==> src/rtl/tdm_tx_pkg.sv <==
`timescale 1ns/1ps
package tdm_tx_pkg;

  // Which source feeds a given slot of the outgoing frame.
  typedef enum logic [1:0] {
    SRC_OWN   = 2'd0,
    SRC_CHAIN = 2'd1,
    SRC_EMPTY = 2'd2
  } slot_src_e;

  // Own words come first, then the re-timed chain stream, then silence.
  function automatic slot_src_e slot_source(input int unsigned slot,
                                            input int unsigned own_ch);
    if (slot < own_ch)     return SRC_OWN;
    if (slot < 2 * own_ch) return SRC_CHAIN;
    return SRC_EMPTY;
  endfunction

  // Number of bit clocks in one frame for the selected mode.
  function automatic int unsigned frame_bits(input logic        wide,
                                             input int unsigned narrow_slots,
                                             input int unsigned wide_slots,
                                             input int unsigned slot_bits);
    return (wide ? wide_slots : narrow_slots) * slot_bits;
  endfunction

  // Chain delay: the upstream stream must clear the block's own slots.
  function automatic int unsigned chain_delay(input int unsigned own_ch,
                                              input int unsigned slot_bits);
    return own_ch * slot_bits;
  endfunction

endpackage

==> src/rtl/tdm_tx_edges.sv <==
`timescale 1ns/1ps
module tdm_tx_edges (
  input  logic clk,
  input  logic rst_n,
  input  logic bclk_i,
  input  logic fclk_i,
  input  logic bclk_inv_i,
  input  logic fclk_inv_i,
  output logic act_edge_o,
  output logic inact_edge_o,
  output logic frame_start_o
);

  logic bclk_lvl;     // bit clock normalised so that a rise is the active edge
  logic bclk_lvl_q;
  logic fr_active;    // frame clock at its active level
  logic fr_active_q;  // frame clock level seen at the previous active edge

  assign bclk_lvl  = bclk_i ^ bclk_inv_i;
  assign fr_active = ~(fclk_i ^ fclk_inv_i);

  always_ff @(posedge clk or negedge rst_n) begin
    if (!rst_n) begin
      bclk_lvl_q  <= 1'b0;
      fr_active_q <= 1'b1;  // no frame start until a real transition is seen
    end else begin
      bclk_lvl_q <= bclk_lvl;
      if (act_edge_o) fr_active_q <= fr_active;
    end
  end

  assign act_edge_o    = bclk_lvl & ~bclk_lvl_q;
  assign inact_edge_o  = ~bclk_lvl & bclk_lvl_q;
  assign frame_start_o = act_edge_o & fr_active & ~fr_active_q;

endmodule

==> src/rtl/tdm_tx_counter.sv <==
`timescale 1ns/1ps
module tdm_tx_counter
  import tdm_tx_pkg::*;
#(
  parameter int unsigned SLOT_BITS    = 32,
  parameter int unsigned NARROW_SLOTS = 8,
  parameter int unsigned WIDE_SLOTS   = 16,
  parameter int unsigned POS_W        = 9
) (
  input  logic             clk,
  input  logic             rst_n,
  input  logic             act_edge_i,
  input  logic             frame_start_i,
  input  logic             wide_i,
  output logic [POS_W-1:0] pos_o,
  output logic             framed_o
);

  logic [POS_W-1:0] pos_q;
  logic             framed_q;
  logic             at_last;

  always_comb begin
    at_last = (32'(pos_q) + 32'd1) >= frame_bits(wide_i, NARROW_SLOTS, WIDE_SLOTS, SLOT_BITS);
  end

  always_ff @(posedge clk or negedge rst_n) begin
    if (!rst_n) begin
      pos_q    <= '0;
      framed_q <= 1'b0;
    end else if (act_edge_i) begin
      if (frame_start_i) begin
        pos_q    <= '0;
        framed_q <= 1'b1;
      end else if (at_last) begin
        pos_q <= '0;
      end else begin
        pos_q <= pos_q + 1'b1;
      end
    end
  end

  assign pos_o    = pos_q;
  assign framed_o = framed_q;

  AST_START_CLEARS: assert property (@(posedge clk) disable iff (!rst_n)
    frame_start_i |=> (pos_o == '0) && framed_o);

endmodule

==> src/rtl/tdm_tx_delay.sv <==
`timescale 1ns/1ps
module tdm_tx_delay #(
  parameter int unsigned DEPTH = 128
) (
  input  logic clk,
  input  logic rst_n,
  input  logic shift_i,
  input  logic din_i,
  output logic tap_o
);

  logic [DEPTH-1:0] line_q;

  always_ff @(posedge clk or negedge rst_n) begin
    if (!rst_n)       line_q <= '0;
    else if (shift_i) line_q <= {line_q[DEPTH-2:0], din_i};
  end

  // A bit captured at active edge k leaves the last stage DEPTH-1 edges
  // later, which is the inactive edge where it must be driven.
  assign tap_o = line_q[DEPTH-1];

endmodule

==> src/rtl/tdm_daisy_tx.sv <==
`timescale 1ns/1ps
module tdm_daisy_tx
  import tdm_tx_pkg::*;
#(
  parameter int unsigned SAMPLE_BITS  = 24,
  parameter int unsigned SLOT_BITS    = 32,
  parameter int unsigned OWN_CH       = 4,
  parameter int unsigned NARROW_SLOTS = 8,
  parameter int unsigned WIDE_SLOTS   = 16,
  localparam int unsigned WORD_VEC    = OWN_CH * SAMPLE_BITS
) (
  input  logic                clk,
  input  logic                rst_n,
  input  logic                bclk_i,
  input  logic                fclk_i,
  input  logic                bclk_inv_i,
  input  logic                fclk_inv_i,
  input  logic                wide_i,
  input  logic [WORD_VEC-1:0] samples_i,
  input  logic                chain_i,
  output logic                tdm_o
);

  localparam int unsigned FRAME_MAX = WIDE_SLOTS * SLOT_BITS;
  localparam int unsigned POS_W     = $clog2(FRAME_MAX);
  localparam int unsigned BIT_W     = $clog2(SLOT_BITS);
  localparam int unsigned SLOT_W    = POS_W - BIT_W;
  localparam int unsigned CH_W      = (OWN_CH > 1) ? $clog2(OWN_CH) : 1;
  localparam int unsigned DLY_BITS  = chain_delay(OWN_CH, SLOT_BITS);

  // Named internal events, shared with the assertions.
  logic             act_edge;
  logic             inact_edge;
  logic             frame_start;
  logic             framed;
  logic [POS_W-1:0] pos;
  logic             chain_tap;

  tdm_tx_edges u_edges (
    .clk          (clk),
    .rst_n        (rst_n),
    .bclk_i       (bclk_i),
    .fclk_i       (fclk_i),
    .bclk_inv_i   (bclk_inv_i),
    .fclk_inv_i   (fclk_inv_i),
    .act_edge_o   (act_edge),
    .inact_edge_o (inact_edge),
    .frame_start_o(frame_start)
  );

  tdm_tx_counter #(
    .SLOT_BITS   (SLOT_BITS),
    .NARROW_SLOTS(NARROW_SLOTS),
    .WIDE_SLOTS  (WIDE_SLOTS),
    .POS_W       (POS_W)
  ) u_counter (
    .clk          (clk),
    .rst_n        (rst_n),
    .act_edge_i   (act_edge),
    .frame_start_i(frame_start),
    .wide_i       (wide_i),
    .pos_o        (pos),
    .framed_o     (framed)
  );

  tdm_tx_delay #(
    .DEPTH(DLY_BITS)
  ) u_delay (
    .clk    (clk),
    .rst_n  (rst_n),
    .shift_i(act_edge),
    .din_i  (chain_i),
    .tap_o  (chain_tap)
  );

  // Sample words, captured together at frame start.
  logic [SAMPLE_BITS-1:0] word_q [OWN_CH];

  for (genvar ch = 0; ch < OWN_CH; ch++) begin : g_latch
    always_ff @(posedge clk or negedge rst_n) begin
      if (!rst_n)           word_q[ch] <= '0;
      else if (frame_start) word_q[ch] <= samples_i[ch*SAMPLE_BITS +: SAMPLE_BITS];
    end
  end

  // Slot and bit position of the bit that goes out next.
  logic [SLOT_W-1:0]      slot;
  logic [BIT_W-1:0]       bidx;
  logic [CH_W-1:0]        ch_sel;
  slot_src_e              src;
  logic [SAMPLE_BITS-1:0] shifted;
  logic                   nxt_bit;

  assign slot   = pos[POS_W-1:BIT_W];
  assign bidx   = pos[BIT_W-1:0];
  assign ch_sel = slot[CH_W-1:0];
  assign src    = slot_source(32'(slot), OWN_CH);

  always_comb begin
    // Shifting left pushes the addressed bit to the top; positions at or
    // past SAMPLE_BITS shift everything out and yield the zero padding.
    shifted = word_q[ch_sel] << bidx;
    unique case (src)
      SRC_OWN:   nxt_bit = shifted[SAMPLE_BITS-1];
      SRC_CHAIN: nxt_bit = chain_tap;
      default:   nxt_bit = 1'b0;
    endcase
  end

  logic tdm_q;

  always_ff @(posedge clk or negedge rst_n) begin
    if (!rst_n)          tdm_q <= 1'b0;
    else if (inact_edge) tdm_q <= framed ? nxt_bit : 1'b0;
  end

  assign tdm_o = tdm_q;

  AST_OUT_ON_INACTIVE: assert property (@(posedge clk) disable iff (!rst_n)
    !$stable(tdm_o) |-> $past(inact_edge));

  AST_IDLE_ZERO: assert property (@(posedge clk) disable iff (!rst_n)
    !framed |-> !tdm_o);

  AST_TAIL_ZERO: assert property (@(posedge clk) disable iff (!rst_n)
    (framed && inact_edge && src == SRC_OWN && 32'(bidx) >= SAMPLE_BITS) |=> !tdm_o);

  AST_WIDE_EMPTY: assert property (@(posedge clk) disable iff (!rst_n)
    (framed && inact_edge && src == SRC_EMPTY) |=> !tdm_o);

  AST_WORDS_HOLD: assert property (@(posedge clk) disable iff (!rst_n)
    !frame_start |=> $stable(word_q[0]) && $stable(word_q[OWN_CH-1]));

endmodule

==> config.mk <==
export PLATFORM = sky130hd
export DESIGN_NAME = tdm_daisy_tx
export DESIGN_NICKNAME = d
export VERILOG_FILES = /design/src/rtl/tdm_tx_pkg.sv /design/src/rtl/tdm_tx_edges.sv /design/src/rtl/tdm_tx_counter.sv /design/src/rtl/tdm_tx_delay.sv /design/src/rtl/tdm_daisy_tx.sv
export SDC_FILE = /design/constraint.sdc
export NUM_CORES = 1
export LEC_CHECK = 0
export ABC_CLOCK_PERIOD_IN_PS = 5000
export BUFFER_PORTS_ARGS = -buffer_cell sky130_fd_sc_hd__buf_2
export CAP_MARGIN = 10
export CORE_ASPECT_RATIO = 1.2
export CORE_MARGIN = 1.5
export CORE_UTILIZATION = 60
export DETAILED_ROUTE_END_ITERATION = 10
export PLACE_DENSITY = 0.81
export SYNTH_ARGS = -nofsm -noshare
export SYNTH_HDL_FRONTEND = slang
export SYNTH_HIERARCHICAL = 1
export SYNTH_SLANG_ARGS = --single-unit
==> constraint.sdc <==
create_clock -name clk -period 5 [get_ports clk]
set_input_delay 0.5 -clock clk [delete_from_list [all_inputs] [get_ports clk]]
set_output_delay 0.5 -clock clk [all_outputs]
set_load 0.02 [all_outputs]
==> results of run 1 <==
per-stage QoR:
step	total power [mW]	cells	setup WS (ns)	hold slack, ns	cell area (um2)
floorplan	3.48	614	2.61	0.204	10000
global placement	3.70	900	1.98	0.440	10600
detailed placement	3.78	900	1.85	0.447	10600
CTS	5.57	943	1.80	0.132	11400
global route	5.80	944	1.49	0.156	11400
finish	5.51	944	1.78	0.0801	11400
how the worst max path moves through the flow:
stage	from	end	slack [ns]	cells past startpoint
2_1_floorplan	u_counter/pos_o[2]	u_counter/pos_o[7]	2.61	9
3_3_place_gp	u_counter/pos_o[0]	u_counter/pos_o[7]	1.98	9
3_5_place_dp	u_counter/pos_o[0]	u_counter/pos_o[8]	1.85	8
4_1_cts	u_counter/pos_o[0]	u_counter/pos_o[8]	1.80	8
5_1_grt	u_counter/pos_o[0]	u_counter/pos_o[8]	1.49	8
6_report	u_counter/pos_o[0]	u_counter/pos_o[8]	1.78	8
routing by layer:
metal  global-route usage (%)  vias to the layer above  share of wire (%)
li1                         -                     2445                  -
met1                     27.7                     2813                 42
met2                     36.6                      118                 52
met3                     3.51                       30                4.6
met4                     6.44                        0                2.0
met5                        0                        -                  0
registers in the layout, summed over array words and instances (netlist names):
signal,flops
word_q,96
u_counter/framed_o,1
u_counter/pos_o,9
u_edges/fr_active_q,1
u_edges/bclk_lvl_q,1
u_delay/line_q,128
tdm_o,1
layout by cell type, fill, tap and decap left out, drive strengths merged, types with 5 or more instances in the layout:
| master | synthesis | routed |
|---|---|---|
| dfrtp | 236 | 236 |
| mux2 | 224 | 224 |
| buf | 15 | 109 |
| clkbuf | 20 | 33 |
| mux4 | 26 | 26 |
| mux2i | 10 | 10 |
| inv | 10 | 10 |
| o21ai | 7 | 7 |
| clkinv | 0 | 7 |
| nand2 | 5 | 5 |
| o31ai | 5 | 5 |
| nand3 | 5 | 5 |
power by group:
| group | internal, mW | switching (mW) | leakage [nW] |
|---|---|---|---|
| sequential | 2.38 | 0.305 | 3.07 |
| clock | 1.04 | 0.713 | 0.393 |
| combinational | 0.686 | 0.388 | 1.90 |
| total | 4.10 | 1.41 | 5.36 |
worst max-delay path, stage by stage (launching register included):
cell,delay [ns]
dfrtp_1,0.94
ha_1,0.38
nand2_1,0.15
nor3_1,0.27
xnor2_1,0.19
ha_1,0.19
nor2b_1,0.07
or3b_2,0.60
o32ai_1,0.32
kinds of logic (layout without fill, tap and decap cells):
group                      count (synthesis)  after routing  share of synthesized area, %
and+or+nand+nor                           39             39                          2.41
adders and majority gates                  3              3                         0.375
AOI/OAI and AO/OA                         25             25                          1.89
other                                      0              1                             0
xor gates and xnor gates                   5              5                         0.437
muxes                                    260            260                          32.4
buffers and inverters                     45            162                          3.27
DFF                                      237            237                          59.2
area by class of cell:
type | count | area (um2) | share of cell area, %
Clock inverter | 10 | 91.3 | 0.803
Timing Repair Buffer | 109 | 581 | 5.10
Antenna cell | 1 | 2.50 | 0.0220
Multi-Input combinational cell | 332 | 3770 | 33.1
Inverter | 10 | 37.5 | 0.330
Sequential cell | 237 | 5930 | 52.1
Tap cell | 212 | 265 | 2.33
Clock buffer | 33 | 704 | 6.19
==> flow_metrics.tcl, run 1 <==
set metrics [dict create \
    outcome "finished, final reports clean" \
    cts_setup_buffers 0 \
    ff2ff_setup_slack_ns 1.78 \
    final.setup.tns_ns 0 \
    required_ns 5.41 \
    setup_viol 0 \
    syn_area_um2 10000 \
    core_area_um2 16300 \
    drv_cap 0 \
    synth_edf_count 0 \
    worstPathMaxFanout 20 \
    grt_first_pass_wirelength_um 29400 \
    powerDensity_nw_per_um2 484 \
    max_slew.worst_pin.slew_ns 1.19 \
    synth_nets 721 \
    rsz0062_at_grt "no" \
    synth_cells 614 \
    timing_hold_violations_final 0 \
    clk_latency_ns 0.51 \
    dp_hpwl_um 11100 \
    hold_path.class "primary input to asynchronous set/reset pin" \
    vdd_drop_max_v 0.000272 \
    drive_gt1_share_pct 55.0 \
    report.final.slew_viol_count 0 \
    syn_avg_cell_area_um2 16.3 \
    pin_count 105 \
    die_h_um 145 \
    synth_seq_cells 237 \
    synth-async-reset-ratio_pct 100 \
    die_area_um2 17500 \
    fin_crit_ns 3.22 \
    initial_utilization_pct 61.5 \
    grt_pass1_vias 5887 \
    via_per_inst 5.73 \
    synth_top_area_share_pct 59.0 \
    drc 0 \
    final_util_pct 69.9 \
    die_x_um 121 \
    cp.arrival_ns 3.63 \
    synth_top_area_cell "dfrtp_1" \
    grt_max_degree 139 \
    rr_startpoint "u_counter/pos_o[0]" \
    nets 821 \
    port-buffer-count 104 \
    fin_skew_ns 0.00638 \
    p_leak_nw 5.36 \
    area_growth_pct 13.7 \
    synth_common_cells "dfrtp_1 (236), mux2_2 (224), mux4_2 (17)" \
    cts_hold_buffers 0 \
    drt_iter0_markers 355 \
    antenna_found_initial 1 \
    synth_area_leaders "dfrtp_1 (59%), mux2_2 (25%), mux4_2 (3.8%), mux4_1 (2.4%), clkbuf_8 (1.1%)" \
    first_pass_iters 4 \
    ys_types 46 \
    htreeDepth 1 \
    overflow 0 \
    placementRows 51 \
    gp_congestion 0.824 \
    cts-root-buf "clkbuf_16" \
    cts_buffers 24 \
    crit_path_start_kind "flip-flop" \
    drtAntennaViolNets 0 \
    grt_use_total_pct 21.2 \
    reg2reg_depth 8 \
    clk_path_buf_depth 3 \
    clkTransAtPathRegs_ns 0.06 \
    routedWlPerCell_um 18.6 \
    path_class "flip-flop to flip-flop" \
    post-route-period-util_pct 64.4 \
    fmax_mhz 311 \
    slew_headroom_pct 20.9 \
    ys.flop_type "dfrtp_1" \
    cts_tree "yes" \
    synth.most_common_cell "dfrtp_1" \
    seq_area_frac_synth_pct 59.2 \
    worst_r2r_endpoint "u_counter/pos_o[8]" \
    routed_wl_um 17500 \
    cp-end-kind "flip-flop" \
    vias 5406 \
    cts_resized 0 \
    yosysWarnings 6 \
    n_fill_cell 1066 \
    cts_sinks 237 \
]
No activity file was read; power rests on OpenSTA's default activity.
==> inputs of run 2 (changes only) <==
- ABC_AREA: not set -> 1
- ABC_CLOCK_PERIOD_IN_PS: 5000 -> 2720
- CORE_UTILIZATION: 60 -> 53
- PLACE_DENSITY: 0.81 -> 0.76
- clock period: 5 -> 2.72 ns (I/O delays scaled with it)
==> flow_metrics.tcl, run 2 <==
set metrics [dict create \
    port-buffer-count 104 \
    synth-async-reset-ratio_pct 100 \
    syn_area_um2 10400 \
    finalPower_mw 9.51 \
    powerDensity_nw_per_um2 748 \
    post-route-period-util_pct 84.4 \
    grt_first_pass_wirelength_um 39500 \
    placementRows 56 \
    fin_skew_ns 0.0125 \
    first_pass_iters 6 \
    outcome "finished, final reports clean" \
    synth_edf_count 0 \
    multiInputGateArea_um2 3870 \
    slowest_stage "dfrtp_1" \
    grt_pass1_vias 8011 \
    synth_nets 1209 \
    synth_seq_cells 237 \
    antenna_found_initial 2 \
    cts_buffers 25 \
    cts-root-buf "clkbuf_16" \
    final_common_cell "nand2_1" \
    cts_hold_buffers 89 \
    setup_viol 0 \
    yosysWarnings 6 \
    cts_setup_buffers 0 \
    routed_wl_um 23800 \
    cts_sinks 237 \
    htreeDepth 1 \
    seq_area_frac_synth_pct 56.8 \
    final.setup.tns_ns 0 \
    required_ns 3.12 \
    report.final.slew_viol_count 0 \
    final_cell_mix "nand2_1 (543), dfrtp_1 (235), buf_2 (103)" \
    cp.buffers_inverters 1 \
    timing_hold_violations_final 0 \
    via_per_inst 5.10 \
    drc 0 \
    die_area_um2 20500 \
    core_area_um2 19400 \
    crit_path_start_kind "flip-flop" \
    pin_count 105 \
    die_h_um 157 \
    rsz0062_at_grt "no" \
    overflow 0 \
    largest_register_ffs 128 \
    fmax_mhz 436 \
    fin_area_um2 12700 \
    nets 1387 \
    ys.flop_type "dfrtp_1" \
    synth_cells 1102 \
    drt_iter0_markers 580 \
    clk_path_buf_depth 3 \
    clkTransAtPathRegs_ns 0.06 \
    cp-end-kind "flip-flop" \
    p_leak_nw 6.52 \
    ys_types 31 \
    drtAntennaViolNets 0 \
    die_x_um 131 \
    clk_latency_ns 0.52 \
    drv_cap 0 \
    synth_top_area_share_pct 56.6 \
    grt_max_degree 133 \
    path_class "flip-flop to flip-flop" \
    synth_area_leaders "dfrtp_1 (57%), nand2_1 (20%), mux2_2 (10%), nand3_1 (4.5%), buf_6 (3.7%)" \
    whs_ns 0.0262 \
    area_growth_pct 21.8 \
    synth_top_area_cell "dfrtp_1" \
    crit_chain "ha_1 > nand3_2 > nor2_1 > nand3_1 > xor2_1 > inv_1 > ha_1 > nand2_1 > nor2_1 > nand3_1 > nor2_2 > nand3_4 > nand3_1 > nand2_1" \
    dpl_cell_area_um2 11000 \
    synth_common_cells "nand2_1 (543), dfrtp_1 (236), mux2_2 (94), nand3_1 (94), buf_6 (34)" \
    initial_utilization_pct 53.8 \
    cpMostUsedCell "nand3_1" \
    fin_crit_ns 2.30 \
    cp.arrival_ns 2.70 \
    drive_gt1_share_pct 21.4 \
    syn_avg_cell_area_um2 9.47 \
    n_fill_cell 1527 \
    max_slew.worst_pin.slew_ns 0.640 \
    routedWlPerCell_um 15.2 \
    register_area_um2 5930 \
    hold_path.class "primary input to flip-flop" \
    vdd_drop_max_v 0.000477 \
    synth.most_common_cell "nand2_1" \
    slowest_delay_ns 0.35 \
    worstPathMaxFanout 6 \
    cts_tree "yes" \
    gp_congestion 0.784 \
    slew_headroom_pct 57.3 \
    dp_hpwl_um 13700 \
    cts_resized 0 \
    vias 7962 \
    crit_family "simple AND/OR/NAND/NOR gates" \
    grt_use_total_pct 23.7 \
    top_register "u_delay/line_q" \
]
-- run 2: cell types whose count changed in the layout (fill, tap and decap cells not counted), sizes merged, moves of 10 or more --
cell         previous run  this run
nand2                   5       549
inv                    10        33
mux2                  224        94
mux2i                  10         0
nand3                   5        97
nor2                    4        14
dlygate4sd3             0        90
mux4                   26         0
-- run 2: metal layers --
layer	global-route usage [%]	routed length (um)	up-vias
met5	0	0	-
met4	9.58	816	0
met3	4.08	1310	59
met2	40.8	11800	228
met1	30.0	9870	3833
li1	-	-	3842
-- run 2: final cells by class --
type	instances	share of cell area (%)
antenna	2	0.0394
clock buffer	36	5.72
clock inverter	10	0.847
inverter	33	1.05
multi-input combinational	776	30.5
sequential	237	46.7
tap	261	2.57
timing repair buffer	207	12.6
-- run 2: cell families after synthesis --
family / Yosys count / share of synthesized area, %
fa+ha+maj: 3 / 0.360
flops: 237 / 56.8
xor+xnor: 2 / 0.168
buf+inv: 89 / 6.13
mux: 94 / 10.1
compound gates: 15 / 0.815
simple gates: 662 / 25.5
-- run 2: worst register-to-register path, stage by stage (launching register included) --
cell	delay, ns
dfrtp_1	0.35
ha_1	0.22
nand3_2	0.13
nor2_1	0.17
nand3_1	0.10
xor2_1	0.21
inv_1	0.07
ha_1	0.27
nand2_1	0.04
nor2_1	0.08
nand3_1	0.09
nor2_2	0.17
nand3_4	0.13
nand3_1	0.10
nand2_1	0.06
-- run 2: stage by stage --
step	std cells	setup slack, ns	utilization (%)
6_report	1562	0.425	65.5
5_1_grt	1562	0.278	65.5
4_1_cts	1559	0.467	65.4
3_5_place_dp	1424	0.479	56.5
3_3_place_gp	1424	0.531	56.5
2_1_floorplan	1102	0.525	-
-- run 2: path summary, 6_finish.rpt --
path                            slack [ns]            endpoint                from  cells after the start
max in group asynchronous             1.52  u_delay/line_q[77]               rst_n                      3
worst max register to register        0.42  u_counter/pos_o[6]  u_counter/pos_o[0]                     14
worst min-delay path                  0.03          word_q[67]       samples_i[43]                      2
worst max-delay path                  0.42  u_counter/pos_o[6]  u_counter/pos_o[0]                     14
min in group asynchronous             0.34          word_q[81]               rst_n                      2
worst min register to register        0.46  u_counter/framed_o  u_counter/framed_o                      1
-- run 2: power by group --
part,switching [mW],internal [mW]
logic,0.816,0.797
clock network,1.36,2.05
registers,0.365,4.12
total,2.54,6.97
